[src/rtl/pswallow_pkg.sv]
package pswallow_pkg;

  // Prescaler modulus choice: WIDE divides by base+1, BASE divides by base.
  typedef enum logic {
    MOD_WIDE = 1'b0,
    MOD_BASE = 1'b1
  } pw_mod_e;

  // A setting is usable only when the main count exceeds the swallow count.
  function automatic bit pw_legal(input int unsigned main_cnt,
                                  input int unsigned swl_cnt);
    return main_cnt > swl_cnt;
  endfunction

endpackage

[src/rtl/pswallow_prescaler.sv]
module pswallow_prescaler
  import pswallow_pkg::*;
#(
  parameter int BASE = 8,
  localparam int PW = $clog2(BASE + 1)
) (
  input  logic    clk,
  input  logic    rst,
  input  pw_mod_e mod_sel,
  output logic    tick
);

  logic [PW-1:0] pc_q;
  logic [PW-1:0] limit;

  // Last count value of the current prescaler cycle.
  assign limit = (mod_sel == MOD_BASE) ? PW'(BASE - 1) : PW'(BASE);
  assign tick  = (pc_q == limit);

  always_ff @(posedge clk) begin
    if (rst) begin
      pc_q <= '0;
    end else if (tick) begin
      pc_q <= '0;
    end else begin
      pc_q <= pc_q + 1'b1;
    end
  end

endmodule

[src/rtl/pswallow_downcnt.sv]
module pswallow_downcnt #(
  parameter int W    = 5,
  parameter bit PARK = 1'b0
) (
  input  logic         clk,
  input  logic         load,
  input  logic [W-1:0] load_val,
  input  logic         dec,
  output logic         at_one
);

  logic [W-1:0] cnt_q;
  logic         step;

  generate
    if (PARK) begin : g_park
      // Holds at zero until the next load.
      assign step = dec && (cnt_q != '0);
    end else begin : g_free
      assign step = dec;
    end
  endgenerate

  assign at_one = (cnt_q == W'(1));

  always_ff @(posedge clk) begin
    if (load) begin
      cnt_q <= load_val;
    end else if (step) begin
      cnt_q <= cnt_q - 1'b1;
    end
  end

endmodule

[src/rtl/pswallow_cfg.sv]
module pswallow_cfg
  import pswallow_pkg::*;
#(
  parameter int MAIN_W   = 5,
  parameter int SWL_W    = 3,
  parameter int DEF_MAIN = 6,
  parameter int DEF_SWL  = 4
) (
  input  logic              clk,
  input  logic              rst,
  input  logic              reload,
  input  logic [MAIN_W-1:0] word_main,
  input  logic [SWL_W-1:0]  word_swl,
  output logic [MAIN_W-1:0] ld_main,
  output logic [SWL_W-1:0]  ld_swl,
  output logic              err
);

  logic [MAIN_W-1:0] keep_main_q;
  logic [SWL_W-1:0]  keep_swl_q;
  logic              err_q;
  logic              word_ok;

  assign word_ok = pw_legal(int'(unsigned'(word_main)), int'(unsigned'(word_swl)));

  // Values loaded into the counters at this edge if a load happens.
  always_comb begin
    if (word_ok) begin
      ld_main = word_main;
      ld_swl  = word_swl;
    end else if (rst) begin
      ld_main = MAIN_W'(DEF_MAIN);
      ld_swl  = SWL_W'(DEF_SWL);
    end else begin
      ld_main = keep_main_q;
      ld_swl  = keep_swl_q;
    end
  end

  always_ff @(posedge clk) begin
    if (rst || reload) begin
      keep_main_q <= ld_main;
      keep_swl_q  <= ld_swl;
      err_q       <= !word_ok;
    end
  end

  assign err = err_q;

endmodule

[src/rtl/pswallow_div.sv]
module pswallow_div
  import pswallow_pkg::*;
#(
  parameter int BASE     = 8,
  parameter int MAIN_W   = 5,
  parameter int SWL_W    = 3,
  parameter int DEF_MAIN = 6,
  parameter int DEF_SWL  = 4,
  localparam int WORD_W  = MAIN_W + SWL_W
) (
  input  logic              clk,
  input  logic              rst,
  input  logic [WORD_W-1:0] div_word,
  output logic              div_out,
  output logic              sel,
  output logic              err
);

  logic              tick;
  logic              main_one;
  logic              swl_one;
  logic              reload;
  logic              load;
  logic [MAIN_W-1:0] ld_main;
  logic [SWL_W-1:0]  ld_swl;
  logic              sel_q;
  logic              out_q;

  assign reload = tick && main_one;
  assign load   = rst || reload;

  pswallow_cfg #(
    .MAIN_W   (MAIN_W),
    .SWL_W    (SWL_W),
    .DEF_MAIN (DEF_MAIN),
    .DEF_SWL  (DEF_SWL)
  ) u_cfg (
    .clk       (clk),
    .rst       (rst),
    .reload    (reload),
    .word_main (div_word[MAIN_W-1:0]),
    .word_swl  (div_word[WORD_W-1:MAIN_W]),
    .ld_main   (ld_main),
    .ld_swl    (ld_swl),
    .err       (err)
  );

  pswallow_prescaler #(
    .BASE (BASE)
  ) u_pre (
    .clk     (clk),
    .rst     (rst),
    .mod_sel (pw_mod_e'(sel_q)),
    .tick    (tick)
  );

  pswallow_downcnt #(
    .W    (MAIN_W),
    .PARK (1'b0)
  ) u_main (
    .clk      (clk),
    .load     (load),
    .load_val (ld_main),
    .dec      (tick),
    .at_one   (main_one)
  );

  pswallow_downcnt #(
    .W    (SWL_W),
    .PARK (1'b1)
  ) u_swl (
    .clk      (clk),
    .load     (load),
    .load_val (ld_swl),
    .dec      (tick),
    .at_one   (swl_one)
  );

  // Registered modulus select: high once the swallow counter has parked.
  always_ff @(posedge clk) begin
    if (load) begin
      sel_q <= (ld_swl == '0);
    end else if (tick && swl_one) begin
      sel_q <= 1'b1;
    end
  end

  always_ff @(posedge clk) begin
    if (rst) begin
      out_q <= 1'b0;
    end else begin
      out_q <= reload;
    end
  end

  assign div_out = out_q;
  assign sel     = sel_q;

endmodule

[config.mk]
export PLATFORM = sky130hd
export DESIGN_NAME = pswallow_div
export DESIGN_NICKNAME = d
export VERILOG_FILES = /design/src/rtl/pswallow_pkg.sv /design/src/rtl/pswallow_prescaler.sv /design/src/rtl/pswallow_downcnt.sv /design/src/rtl/pswallow_cfg.sv /design/src/rtl/pswallow_div.sv
export SDC_FILE = /design/constraint.sdc
export NUM_CORES = 1
export LEC_CHECK = 0
export BUFFER_PORTS_ARGS = -buffer_cell sky130_fd_sc_hd__buf_2
export CORE_MARGIN = 3
export CORE_UTILIZATION = 55
export CTS_BUF_LIST = sky130_fd_sc_hd__clkbuf_16
export DETAILED_ROUTE_END_ITERATION = 12
export GPL_ROUTABILITY_DRIVEN = 0
export GPL_TIMING_DRIVEN = 0
export MAX_ROUTING_LAYER = met4
export PLACE_DENSITY = 0.85
export RECOVER_POWER = 50
export SYNTH_ARGS = -nofsm -noshare
export SYNTH_HDL_FRONTEND = slang
export SYNTH_SLANG_ARGS = --single-unit
[constraint.sdc]
create_clock -name clk -period 2.6 [get_ports clk]
set_clock_uncertainty 0.15 [all_clocks]
set_input_delay 0 -clock clk [delete_from_list [all_inputs] [get_ports clk]]
set_output_delay 0 -clock clk [all_outputs]
set_load 0.01 [all_outputs]
# After elaboration in Yosys (flattened, before gate mapping)
# Cells that the tools add are included.
dict set report word_totals {
  reg_bits 23
  latch_bits 0
  mem_bits_rw 0
  mem_bits_ro 0
  inputBits 10
  out_inout_bits 3
  wordCells 37
  memories 0
}
dict set report op_classes {
  add_sub_neg 3
  multipliers 0
  div_mod_pow 0
  n_lt_le_gt_ge 1
  n_eq_ne 3
  n_shift 0
  mux 11
  bitwise_logic 0
  n_reduce_logical 11
}
# op n
set ops {}
lappend ops {{5-bit 2-to-1 mux} 4}
lappend ops {{3-bit 2-to-1 mux} 4}
lappend ops {{2-bit nonzero test} 3}
lappend ops {{5-bit by 1-bit equality test with 1-bit output, second input constant} 1}
lappend ops {{5-bit by 3-bit > comparator with 1-bit output} 1}
lappend ops {{5-bit by 1-bit subtractor with 5-bit output, second input constant} 1}
lappend ops {{4-bit by 1-bit adder with 4-bit output, second input constant} 1}
lappend ops {{4-bit equality test} 1}
lappend ops {{4-bit 2-to-1 mux} 1}
lappend ops {{3-bit by 1-bit equality test with 1-bit output, second input constant} 1}
lappend ops {{1-bit logical AND} 3}
lappend ops {{3-bit logical NOT} 1}
lappend ops {{3-bit nonzero test} 1}
lappend ops {{3-bit by 1-bit subtractor with 3-bit output, second input constant} 1}
lappend ops {{1-bit 2-to-1 mux} 2}
lappend ops {{2-bit OR reduction} 1}
lappend ops {{1-bit logical NOT} 1}
lappend ops {{1-bit logical OR} 1}

# Depth between registers and ports, before layout
# Gate-level depths: netlist (run 1).
dict set report depth {
  depth_word 5
  depth_mapped 6
  mapped_depth_nobuf 6
}

# Hierarchy
# A second synthesis (run 1) with hierarchy kept.
dict set report hier_totals {
  hier_cells 110
  hier_area_um2 1292.5
}
# mod n_inst cells_each area_each_um2 seq_area_each_um2
set modules_own_cells {}
lappend modules_own_cells {pswallow_cfg 1 39 496.7 270.3}
lappend modules_own_cells {{pswallow_downcnt at u_main} 1 26 302.8 150.1}
lappend modules_own_cells {{pswallow_downcnt at u_swl} 1 18 197.7 90.1}
lappend modules_own_cells {pswallow_prescaler 1 19 196.4 80.1}
lappend modules_own_cells {pswallow_div 1 8 98.8 50.0}

# Least setup slack after synthesis (run 1)
# OpenSTA, ideal clock, no wires.
dict set report synth_timing {
  path_kind {register to register}
  startpoint {register sel_q (netlist: sel)}
  endpoint {register sel_q (netlist: sel), enable pin}
  setup_ps 290
  arrival_time_ps 1774
  required_ps 2160
  path_slack_ps 386
  path_stages_with_launch 6
  path_buffers 0
  period_less_slack_ps 2214
  path_cell_list {edfxtp_1 > or4_4 > mux2i_4 > a21oi_4 > inv_1 > a31o_2}
}
dict set report synth_between {
  elab_chain_cells 5
  word_cells_on_any_way 6
  classes_between {1 x eq/ne; 1 x mux; 4 x reduce/logical}
}
# element line
set synth_lines {}
lappend synth_lines {{start: declaration} pswallow_div.sv:26} ;# logic sel_q;
lappend synth_lines {{start signal: assignment} pswallow_div.sv:82} ;# sel_q <= (ld_swl == '0);
lappend synth_lines {{4-bit 2-to-1 mux} pswallow_prescaler.sv:17} ;# assign limit = (mod_sel == MOD_BASE) ? PW'(BASE - 1) : PW'(BASE);
lappend synth_lines {{4-bit equality test} pswallow_prescaler.sv:18} ;# assign tick = (pc_q == limit);
lappend synth_lines {{1-bit logical AND} pswallow_div.sv:29} ;# assign reload = tick && main_one;
lappend synth_lines {{1-bit logical OR} pswallow_div.sv:30} ;# assign load = rst || reload;
lappend synth_lines {{via load} pswallow_div.sv:23} ;# logic load;
lappend synth_lines {{2-bit nonzero test (no line)} n/a}
# The timed path passes the listed nets, and every way through them passes these cells.
# A chain may end at the register's enable or synchronous reset.

# Worst setup path after layout (run 1)
# Same ends and word-level chain as after synthesis.

==> results.txt, run 1 <==
----------------------------------------------------
[Finish]
  Layout-stage area growth over the synthesis result ... 18.0%
  Layout cell share with drive strength beyond 1 ... 0.165
  Final net count ... 159
  Inserted Diodes ... 0
  Core Util, Final ... 0.694
  Final-layout fill cell count ... 171

[Clocking]
  Number of buffers inserted by post-CTS setup repair ... 0
  Largest buffer count on any clock path ... 2
  Number of clock buffers inserted by TritonCTS ... 3
  Clock Latency Late Sink ... 0.26 ns
  Total clock sinks ... 23
  Cell at the root of the clock tree ... clkbuf_16
  TritonCTS clock tree ... done
  Clock-pin slew on the worst setup and hold paths ... 0.06 ns
  Maximum level of the CTS H-tree ... 1

[Flow run]
  # Max-Cap Violations ... 0

[Detailed routing]
  Met3 wire length ... 132 um
  DRT met1 WL ... 1100 um
  Iteration-0 DRC count of the detailed router ... 31
  Top routing layer in use ... met4
  Wire length after detailed routing ... 2640 um
  Final antenna-violating net count ... 0
  Number of DRC violations after detailed routing ... 0
  Routed len/inst ... 15.8 um
  Drt pass-1 iters ... 4
  Met2 wire length ... 1350 um
  Vias after detailed routing ... 992
  Vias per inst ... 5.94

[Power]
  Leak Pwr ... 0.000634 uW
  Pwr Density ... 596 nW/um2
  Max IR drop VDD ... 0.000509 V

[Yosys]
  Combined area of all synthesized cells ... 1310 um2
  Cell accounting for the most synthesized area ... edfxtp_1
  Cell with the most instances after synthesis ... edfxtp_1
  Proportion of register bits with asynchronous set or reset after synthesis ... 0
  Post-synthesis sequential area ratio ... 0.488
  Flop and latch count out of synthesis ... 23
  Area share of the largest cell type after synthesis ... 0.411
  Per-instance average area after synthesis ... 11.3 um2
  Synth unique cells ... 37
  Dominant synthesized flop cell ... edfxtp_1
  Top cells by instance count after synthesis ... edfxtp_1, nor2_1, inv_1
  Total nets after synthesis ... 135
  Yosys warning count ... 0
  Most area-consuming cells after synthesis ... edfxtp_1, ha_1, dfxtp_1, nor2_1, mux2_4
  Post-synthesis cell count ... 116
  Number of synthesized flops with an enable pin ... 18

[Worst setup path]
  Req. time, crit path ... 2.43 ns
  Critical setup path kind ... reg -> reg
  Gate family responsible for the most delay along the worst path ... simple AND/OR/NAND/NOR gates
  Setup slack, reg-to-reg ... 0.13 ns
  Cell type of the slowest stage on the worst timing path ... or4_1
  Stage delay of the slowest cell on the critical path ... 0.59 ns
  Kind of start point of the critical path ... flip-flop
  Source of the worst register-to-register timing path ... sel
  Kind of end point of the critical path ... flip-flop
  Critical path, cell by cell ... or4_1, mux2i_4, a21oi_4, inv_1, a31o_2
  WP data arrival ... 2.29 ns
  Reg-to-reg critical path endpoint ... sel
  WP buf/inv ... 1
  Cells on worst reg2reg path ... 5
  Highest net fanout along the worst path ... 13

[Timing]
  Hold Violations, Final ... 0
  Peak Freq ... 0.406 GHz
  Unrepaired setup endpoints after global routing ... no
  Final setup vio count ... 0
  Relative slew margins ... 0.654
  Final critical-path share of the clock period ... 0.948
  Transition time of the tightest slew-check pin ... 0.517 ns
  Total negative slack for setup checks ... 0 ns
  Count of final max-slew check failures ... 0
  Time the final worst path needs with I/O delays and setup ... 2.47 ns

[Floorplanning]
  Initial cell density of the core ... 0.588
  Total Die Area ... 3010 um2
  Number of primary I/O pins ... 13
  Row count ... 17
  Die height ... 54.9 um
  Core region area ... 2230 um2
  Die boundary width ... 54.9 um

[Global route]
  Global Route Usage Sum ... 0.223
  Wire length of the first global-routing pass ... 4510 um
  Initial antenna violation count ... 0
  Largest net degree at the start of global routing ... 14
  Number of global-route vias before repair ... 1087
  GR Overflow Total ... 0

[Worst hold path]
  Min-Delay Endpoint ... u_cfg.keep_swl_q[0]
  Number of cells on the worst hold path ... 3
  Min-Delay Startpoint ... div_word[5]
  HP Class ... in -> reg

[Place]
  Number of I/O port buffers ... 12
  Half-perimeter wire length of the detailed placement result ... 1860 um

[Outcome]
  Run status ... finished clean

----------------------------------------------------
[per-stage QoR]
stage                     hold slack (ns)  power [uW]  cell area (um2)  instances  setup WS (ns)
after floorplan                    0.0396         552             1310        116          0.386
after global placement              0.177         583             1410        156          0.239
after detailed placement            0.188         591             1410        156          0.202
after CTS                         0.00589         930             1560        167          0.187
after global routing               0.0810         966             1550        167         0.0536
final                              0.0250         925             1550        167          0.134
[what timing repair did]
item,in CTS,in global routing
endpoints found under the hold margin,7,0
gates resized for setup,0,1
setup endpoints to repair,0,1
hold buffers,7,0
[sequential cells by signal, indices dropped and copies added (netlist names)]
name and cells:
sel 1, u_cfg.err 1, u_main.cnt_q 5, u_pre.pc_q 4, u_swl.cnt_q 3, div_out 1, u_cfg.keep_swl_q 3, u_cfg.keep_main_q 5
[worst reg2reg max path: cells and delay by family (launching register included)]
kind | cells | cell delay (ns)
simple gates | 1 | 0.59
flops | 1 | 0.41
buf+inv | 1 | 0.41
compound gates | 2 | 0.34
mux | 1 | 0.29
[layer usage]
layer	vias to the layer above	global-route usage
met4	0	0.141
met5	-	-
met3	5	0.0518
met2	40	0.372
met1	460	0.235
li1	487	-
[where the power goes]
| part | internal (uW) | leakage (uW) | total [uW] | switching (uW) |
|---|---|---|---|---|
| Combinational | 64.1 | 0.000376 | 143 | 79.4 |
| Clock | 207 | 0.0000409 | 331 | 124 |
| Sequential | 432 | 0.000216 | 450 | 18.5 |
| Total | 703 | 0.000634 | 925 | 222 |
[final cells by class]
class	instances	area, um2	area share
Tap cell	28	35.0	0.0226
Sequential cell	23	641	0.413
Timing Repair Buffer	19	125	0.0807
Buffer	2	7.51	0.00484
Multi-Input combinational cell	81	624	0.403
Clock inverter	1	5.00	0.00323
Inverter	10	37.5	0.0242
Clock buffer	3	75.1	0.0484
[how the worst max path moves through the flow]
| stage | start | to | slack, ns | depth (start not counted) |
|---|---|---|---|---|
| CTS | sel | sel | 0.19 | 5 |
| detailed placement | sel | sel | 0.20 | 5 |
| global route | sel | sel | 0.05 | 5 |
| floorplan | sel | sel | 0.39 | 5 |
| finish | sel | sel | 0.13 | 5 |
| global placement | sel | sel | 0.24 | 5 |
[cell usage in the layout, fill, tap and decap left out, types with 5 or more instances in the layout]
cell type | Yosys | final
buf_2 | 0 | 8
clkbuf_1 | 2 | 6
dfxtp_1 | 5 | 5
dlygate4sd3_1 | 0 | 7
edfxtp_1 | 18 | 18
ha_1 | 9 | 9
inv_1 | 10 | 10
nand2_1 | 5 | 5
nor2_1 | 13 | 13
[logic make-up after synthesis]
kind of cell	share of synthesized area
flip-flops	0.488
AND/OR/NAND/NOR	0.150
AO/OA/AOI/OAI	0.158
XOR/XNOR	0.0333
adder cells (fa/ha/maj)	0.0857
buffers and inverters	0.0343
multiplexers	0.0514
Note: power is estimated with default switching activity, not from simulation.
==> run 2: changes to the inputs <==
--- a/config.mk
+++ b/config.mk
@@ -8,13 +8,14 @@
 export BUFFER_PORTS_ARGS = -buffer_cell sky130_fd_sc_hd__buf_2
 export CORE_MARGIN = 3
 export CORE_UTILIZATION = 55
-export CTS_BUF_LIST = sky130_fd_sc_hd__clkbuf_16
+export CTS_BUF_LIST = sky130_fd_sc_hd__clkbuf_4 sky130_fd_sc_hd__clkbuf_8 sky130_fd_sc_hd__clkbuf_16
 export DETAILED_ROUTE_END_ITERATION = 12
 export GPL_ROUTABILITY_DRIVEN = 0
 export GPL_TIMING_DRIVEN = 0
 export MAX_ROUTING_LAYER = met4
-export PLACE_DENSITY = 0.85
+export PLACE_DENSITY = 0.75
 export RECOVER_POWER = 50
 export SYNTH_ARGS = -nofsm -noshare
 export SYNTH_HDL_FRONTEND = slang
 export SYNTH_SLANG_ARGS = --single-unit
+export TNS_END_PERCENT = 100
==> run 2 against run 1 <==
Effect of this change: wire length is 5.1% lower; final cell count is 0.60% higher; non-clock buffer count up 1; critical path type unchanged; highest routed layer unchanged.
==> results.txt, run 2 (same netlist as run 1, synthesis figures left out) <==
----------------------------------------------------
[Place]
  Total cell area at the placement stage ... 1410 um2 (unchanged)
  Half-perimeter wire length of the detailed placement result ... 1880 um (+1.2%)
  Number of I/O port buffers ... 12 (unchanged)
  Number of instances in the placed design ... 156 (unchanged)

[Timing]
  Total negative slack for setup checks ... 0 ns (unchanged)
  Transition time of the tightest slew-check pin ... 0.619 ns (+0.102 ns)
  Time the final worst path needs with I/O delays and setup ... 2.41 ns (-0.0561 ns)
  Final setup vio count ... 0 (unchanged)
  Unrepaired setup endpoints after global routing ... no
  Count of final max-slew check failures ... 0 (unchanged)
  Relative slew margins ... 0.585 (-0.0698)
  Final critical-path share of the clock period ... 0.927 (-0.0216)
  Peak Freq ... 0.415 GHz (+2.3%)
  Hold slack ... 0.0238 ns (-0.00123 ns)
  Hold Violations, Final ... 0 (unchanged)

[Detailed routing]
  Final antenna-violating net count ... 0 (unchanged)
  Wire length after detailed routing ... 2500 um (-5.1%)
  Drt pass-1 iters ... 4 (unchanged)
  Vias per inst ... 5.76 (-3.0%)
  Number of DRC violations after detailed routing ... 0 (unchanged)
  Vias after detailed routing ... 968 (-2.4%)
  Routed len/inst ... 14.9 um (-5.7%)
  Iteration-0 DRC count of the detailed router ... 29 (-6.5%)

[Clocking]
  Cell at the root of the clock tree ... clkbuf_4
  Total clock sinks ... 23 (unchanged)
  Number of clock buffers inserted by TritonCTS ... 3 (unchanged)
  Maximum level of the CTS H-tree ... 1 (unchanged)
  TritonCTS clock tree ... done
  Clock Latency Late Sink ... 0.30 ns (+0.04 ns)
  Clock-pin slew on the worst setup and hold paths ... 0.12 ns (+0.06 ns)
  Largest buffer count on any clock path ... 2 (unchanged)

[Floorplanning]
  Die height ... 54.9 um (unchanged)
  Core region area ... 2230 um2 (unchanged)
  Die boundary width ... 54.9 um (unchanged)
  Initial cell density of the core ... 0.588 (unchanged)
  Total Die Area ... 3010 um2 (unchanged)
  Row count ... 17 (unchanged)
  Number of primary I/O pins ... 13 (unchanged)

[Worst setup path]
  Req. time, crit path ... 2.49 ns (+0.06 ns)
  Critical setup path kind ... reg -> reg
  Kind of start point of the critical path ... flip-flop
  Kind of end point of the critical path ... flip-flop
  Cell type of the slowest stage on the worst timing path ... or4_4
  Highest net fanout along the worst path ... 13 (unchanged)
  Stage delay of the slowest cell on the critical path ... 0.56 ns (-0.03 ns)
  Source of the worst register-to-register timing path ... sel
  WP buf/inv ... 1 (unchanged)
  Gate family responsible for the most delay along the worst path ... simple AND/OR/NAND/NOR gates
  WP data arrival ... 2.30 ns (about the same)
  Critical path, cell by cell ... or4_4, mux2i_4, a21oi_4, inv_1, a31o_2
  Setup crit start ... sel

[Power]
  Leak Pwr ... 0.000611 uW (-3.6%)
  Max IR drop VDD ... 0.000435 V (-15%)
  Pwr Density ... 507 nW/um2 (-15%)

[Global route]
  Global Route Usage Sum ... 0.204 (-0.0196)
  Initial antenna violation count ... 0 (unchanged)
  GR Overflow Total ... 0 (unchanged)
  Largest net degree at the start of global routing ... 14 (unchanged)
  Number of global-route vias before repair ... 961 (-12%)
  Wire length of the first global-routing pass ... 4130 um (-8.6%)

[Finish]
  Post-route design area ... 1510 um2 (-2.8%)
  Most common cell after layout, fill and taps aside ... edfxtp_1
  Most frequent cells in the layout ... edfxtp_1, nor2_1, inv_1, ha_1
  Final net count ... 160 (+0.63%)
  Layout cell share with drive strength beyond 1 ... 0.157 (-0.00832)
  Layout-stage area growth over the synthesis result ... 14.7%
  Inserted Diodes ... 0 (unchanged)
  Biggest regs ... u_cfg.keep_main_q x5, u_main.cnt_q x5, u_pre.pc_q x4
  Layout Cells excl Fill ... 168 (+0.60%)

[Flow run]
  # Max-Cap Violations ... 0 (unchanged)

[Outcome]
  Run status ... finished clean

[Worst hold path]
  HP Class ... in -> reg
  Min-Delay Startpoint ... rst

----------------------------------------------------
[run 2: cell types whose count changed in the layout (fill, tap and decap cells not counted)]
cell / previous run / this run
clkbuf_16: 3 / 0
o21ai_1: 0 / 1
o21ai_2: 1 / 0
mux2_1: 1 / 2
or4_1: 1 / 0
mux2_4: 2 / 1
clkbuf_4: 0 / 4
clkinv_2: 1 / 0
dlygate4sd3_1: 7 / 8
or4_4: 0 / 1
[run 2: final timing paths]
kind | endpoint | depth (start not counted) | slack (ns)
hold / removal | u_main.cnt_q[3] | 3 | 0.02
setup reg to reg | sel | 5 | 0.19
hold reg to reg | u_pre.pc_q[0] | 1 | 0.35
setup / recovery | sel | 5 | 0.19
[run 2: what timing repair did]
action,4_1_cts,5_1_grt
endpoints found under the hold margin,13,0
setup buffers,0,0
gates resized for setup,0,0
hold buffers,8,0
[run 2: per-layer routing]
metal | wire (um) | vias to the layer above | GRT usage | share of wire
li1 | - | 487 | - | -
met1 | 1120 | 454 | 0.250 | 0.45
met2 | 1260 | 21 | 0.333 | 0.50
met3 | 65 | 6 | 0.0327 | 0.026
met4 | 55 | 0 | 0.0788 | 0.022
met5 | 0 | - | - | 0
[run 2: power by group]
group	switching [uW]	internal, uW	total (uW)
sequential	18.7	431	449
clock	103	70.3	173
combinational	76.8	64.1	141
total	198	565	763
[run 2: final cells by class]
| type | count | area, um2 |
|---|---|---|
| tap | 28 | 35.0 |
| fill | 188 | 727 |
| sequential | 23 | 641 |
| buffer | 2 | 7.51 |
| clock buffer | 4 | 30.0 |
| timing repair buffer | 20 | 135 |
| multi-input combinational | 81 | 621 |
| inverter | 10 | 37.5 |
[run 2: worst min-delay path: cells and delay by family]
family                 cells  cell delay, ns
AOI/OAI and AO/OA          1            0.07
buffers and inverters      1            0.12
muxes                      1            0.19
[run 2: per-stage QoR]
| stage | power (uW) | utilization | worst slack (ns) |
|---|---|---|---|
| after floorplan | 552 | - | 0.386 |
| after global placement | 585 | 0.631 | 0.222 |
| after detailed placement | 592 | 0.631 | 0.182 |
| after CTS | 772 | 0.680 | 0.178 |
| after global routing | 805 | 0.675 | 0.0399 |
| final | 763 | 0.675 | 0.190 |
==> run 3: changes to the inputs <==
--- a/config.mk
+++ b/config.mk
@@ -6,14 +6,16 @@
 export NUM_CORES = 1
 export LEC_CHECK = 0
 export BUFFER_PORTS_ARGS = -buffer_cell sky130_fd_sc_hd__buf_2
+export CELL_PAD_IN_SITES_DETAIL_PLACEMENT = 1
+export CELL_PAD_IN_SITES_GLOBAL_PLACEMENT = 1
 export CORE_MARGIN = 3
-export CORE_UTILIZATION = 55
+export CORE_UTILIZATION = 46
 export CTS_BUF_LIST = sky130_fd_sc_hd__clkbuf_4 sky130_fd_sc_hd__clkbuf_8 sky130_fd_sc_hd__clkbuf_16
 export DETAILED_ROUTE_END_ITERATION = 12
 export GPL_ROUTABILITY_DRIVEN = 0
 export GPL_TIMING_DRIVEN = 0
 export MAX_ROUTING_LAYER = met4
-export PLACE_DENSITY = 0.75
+export PLACE_DENSITY_LB_ADDON = 0.1
 export RECOVER_POWER = 50
 export SYNTH_ARGS = -nofsm -noshare
 export SYNTH_HDL_FRONTEND = slang
==> run 3 against run 2 <==
Effect of this change: first-iteration DRC count down 24%; via count up 3.6%; final cell count up 1.2%; design area about the same; critical path depth up 3; critical path type is now in -> reg; largest power group unchanged.
==> results.txt, run 3 (same netlist as run 1, synthesis figures left out) <==
----------------------------------------------------
[Worst setup path]
  WP data arrival ... 2.39 ns (+0.09 ns)
  Kind of end point of the critical path ... flip-flop
  Req. time, crit path ... 2.52 ns (+0.03 ns)
  Cell type of the slowest stage on the worst timing path ... o21ai_1
  Critical setup path kind ... in -> reg
  Highest net fanout along the worst path ... 10 (-3)
  Critical path, cell by cell ... dlygate4sd3_1, buf_2, inv_1, ha_1, and3b_1, o21ai_1, a2111oi_0, a311o_1
  Stage delay of the slowest cell on the critical path ... 0.59 ns (+0.03 ns)
  Kind of start point of the critical path ... input port

[Finish]
  Layout-stage area growth over the synthesis result ... 14.8% (about the same)
  Most common cell after layout, fill and taps aside ... edfxtp_1
  Core Util, Final ... 0.582 (-0.0924)
  Layout cell share with drive strength beyond 1 ... 0.164 (+0.00714)
  Most frequent cells in the layout ... edfxtp_1, nor2_1, inv_1, ha_1, buf_2
  Inserted Diodes ... 0 (unchanged)
  Biggest regs ... u_cfg.keep_main_q x5, u_main.cnt_q x5, u_pre.pc_q x4
  Final net count ... 160 (unchanged)

[Place]
  Pre-CTS setup slack ... 0.182 ns (+0.000541 ns)
  Half-perimeter wire length of the detailed placement result ... 2210 um (+18%)
  Number of I/O port buffers ... 12 (unchanged)

[Power]
  Register share of total power ... 0.585 (-0.004)
  Clock power share ... 0.219 (-0.008)
  Leak Pwr ... 0.000613 uW (+0.34%)
  Max IR drop VDD ... 0.000328 V (-25%)
  Share of total power in combinational logic ... 0.196 (+0.011)
  Switching Fraction ... 0.281 (+0.0214)
  Pwr Density ... 510 nW/um2 (+0.69%)
  Net switching power ... 216 uW (+9.1%)
  Internal ... 553 uW (-2.1%)

[Timing]
  Peak Freq ... 0.404 GHz (-2.6%)
  Hold slack ... 0.0355 ns (+0.0117 ns)
  Worst Slack Setup Final ... 0.125 ns (-0.0649 ns)
  Time the final worst path needs with I/O delays and setup ... 2.47 ns (+0.0649 ns)
  Relative slew margins ... 0.511 (-0.0731)
  Hold Violations, Final ... 0 (unchanged)
  Count of final max-slew check failures ... 0 (unchanged)
  Final setup vio count ... 0 (unchanged)
  Unrepaired setup endpoints after global routing ... no
  Total negative slack for setup checks ... 0 ns (unchanged)
  Transition time of the tightest slew-check pin ... 0.728 ns (+0.109 ns)
  Final critical-path share of the clock period ... 0.952 (+0.0250)

[Global route]
  Initial antenna violation count ... 0 (unchanged)
  M3 GR Usage ... 0.0196 (-0.0131)
  GR Overflow Total ... 0 (unchanged)
  Largest net degree at the start of global routing ... 14 (unchanged)
  Layer carrying the most global-route usage ... met2
  Global Route Usage Sum ... 0.211 (+0.00758)
  Number of global-route vias before repair ... 1082 (+13%)
  Wire length of the first global-routing pass ... 5350 um (+30%)
  Met2 GRT Util ... 0.363 (+0.0308)
  Met1 Resource Use GR ... 0.267 (+0.0168)

[Detailed routing]
  Vias after detailed routing ... 1003 (+3.6%)
  Wire length after detailed routing ... 3120 um (+25%)
  Routed len/inst ... 18.4 um (+23%)
  Final antenna-violating net count ... 0 (unchanged)
  Vias per inst ... 5.90 (+2.4%)
  Iteration-0 DRC count of the detailed router ... 22 (-24%)
  Number of DRC violations after detailed routing ... 0 (unchanged)
  Drt pass-1 iters ... 4 (unchanged)

[Clocking]
  Cell at the root of the clock tree ... clkbuf_4
  Number of clock buffers inserted by TritonCTS ... 3 (unchanged)
  Maximum level of the CTS H-tree ... 1 (unchanged)
  Total clock sinks ... 23 (unchanged)
  Number of hold buffers added after CTS ... 8 (unchanged)
  Largest buffer count on any clock path ... 2 (unchanged)
  Number of cells upsized or downsized after cts ... 0 (unchanged)
  TritonCTS clock tree ... done
  Clock-pin slew on the worst setup and hold paths ... 0.13 ns (about the same)
  Clock Latency Late Sink ... 0.31 ns (about the same)
  Number of buffers inserted by post-CTS setup repair ... 0 (unchanged)

[Floorplanning]
  Die boundary width ... 59.4 um (+8.3%)
  Number of primary I/O pins ... 13 (unchanged)
  Row count ... 18 (+1)
  Total Die Area ... 3530 um2 (+17%)
  Core region area ... 2590 um2 (+16%)
  Die height ... 59.4 um (+8.3%)
  Initial cell density of the core ... 0.507 (-0.0810)

[Outcome]
  Run status ... finished clean

[Worst hold path]
  HP Class ... in -> reg

[Flow run]
  # Max-Cap Violations ... 0 (unchanged)

----------------------------------------------------
==> run 3: changes by cell type in the layout (fill, tap and decap cells not counted) <==
cell,change
buf_2,+1
clkbuf_1,-1
clkbuf_4,-1
clkinv_2,+1
==> run 3: through the flow <==
step / total power (uW) / std cells / area (um2)
2_1_floorplan: 552 / 116 / 1310
3_3_place_gp: 590 / 158 / 1410
3_5_place_dp: 599 / 158 / 1410
4_1_cts: 774 / 170 / 1520
5_1_grt: 817 / 170 / 1510
6_report: 769 / 170 / 1510
==> run 3: path summary, 6_finish.rpt <==
check                     start              endpoint  slack, ns  cells after the start
setup / recovery    div_word[7]                   sel       0.13                      8
hold / removal              rst  u_cfg.keep_main_q[4]       0.04                      3
setup reg to reg            sel                   sel       0.14                      5
hold reg to reg   u_pre.pc_q[0]         u_pre.pc_q[0]       0.36                      1
==> run 3: power by group through the flow <==
| stage | clock, uW | combinational (uW) | sequential [uW] |
|---|---|---|---|
| 6_report | 169 | 151 | 450 |
| 5_1_grt | 193 | 169 | 454 |
| 4_1_cts | 173 | 151 | 450 |
| 3_5_place_dp | 0 | 141 | 459 |
| 3_3_place_gp | 0 | 133 | 456 |
| 2_1_floorplan | 0 | 96.6 | 455 |
==> run 3: final cells by class <==
class	instances	area, um2
inverter	10	37.5
multi-input combinational	81	621
buffer	2	7.51
tap	30	37.5
clock buffer	3	22.5
sequential	23	641
fill	280	1080
clock inverter	1	5.00
timing repair buffer	20	136
==> run 3: layer usage <==
metal | part of all wire | vias up
met3 | 0.014 | 2
met2 | 0.51 | 10
li1 | - | 489
met1 | 0.47 | 502
met5 | 0 | -
met4 | 0.0029 | 0
==> run 3: worst max-delay path: cells and delay by family <==
kind            cells  cell delay, ns
compound gates      3            1.23
buf+inv             3            0.69
fa+ha+maj           1            0.30
simple gates        1            0.18
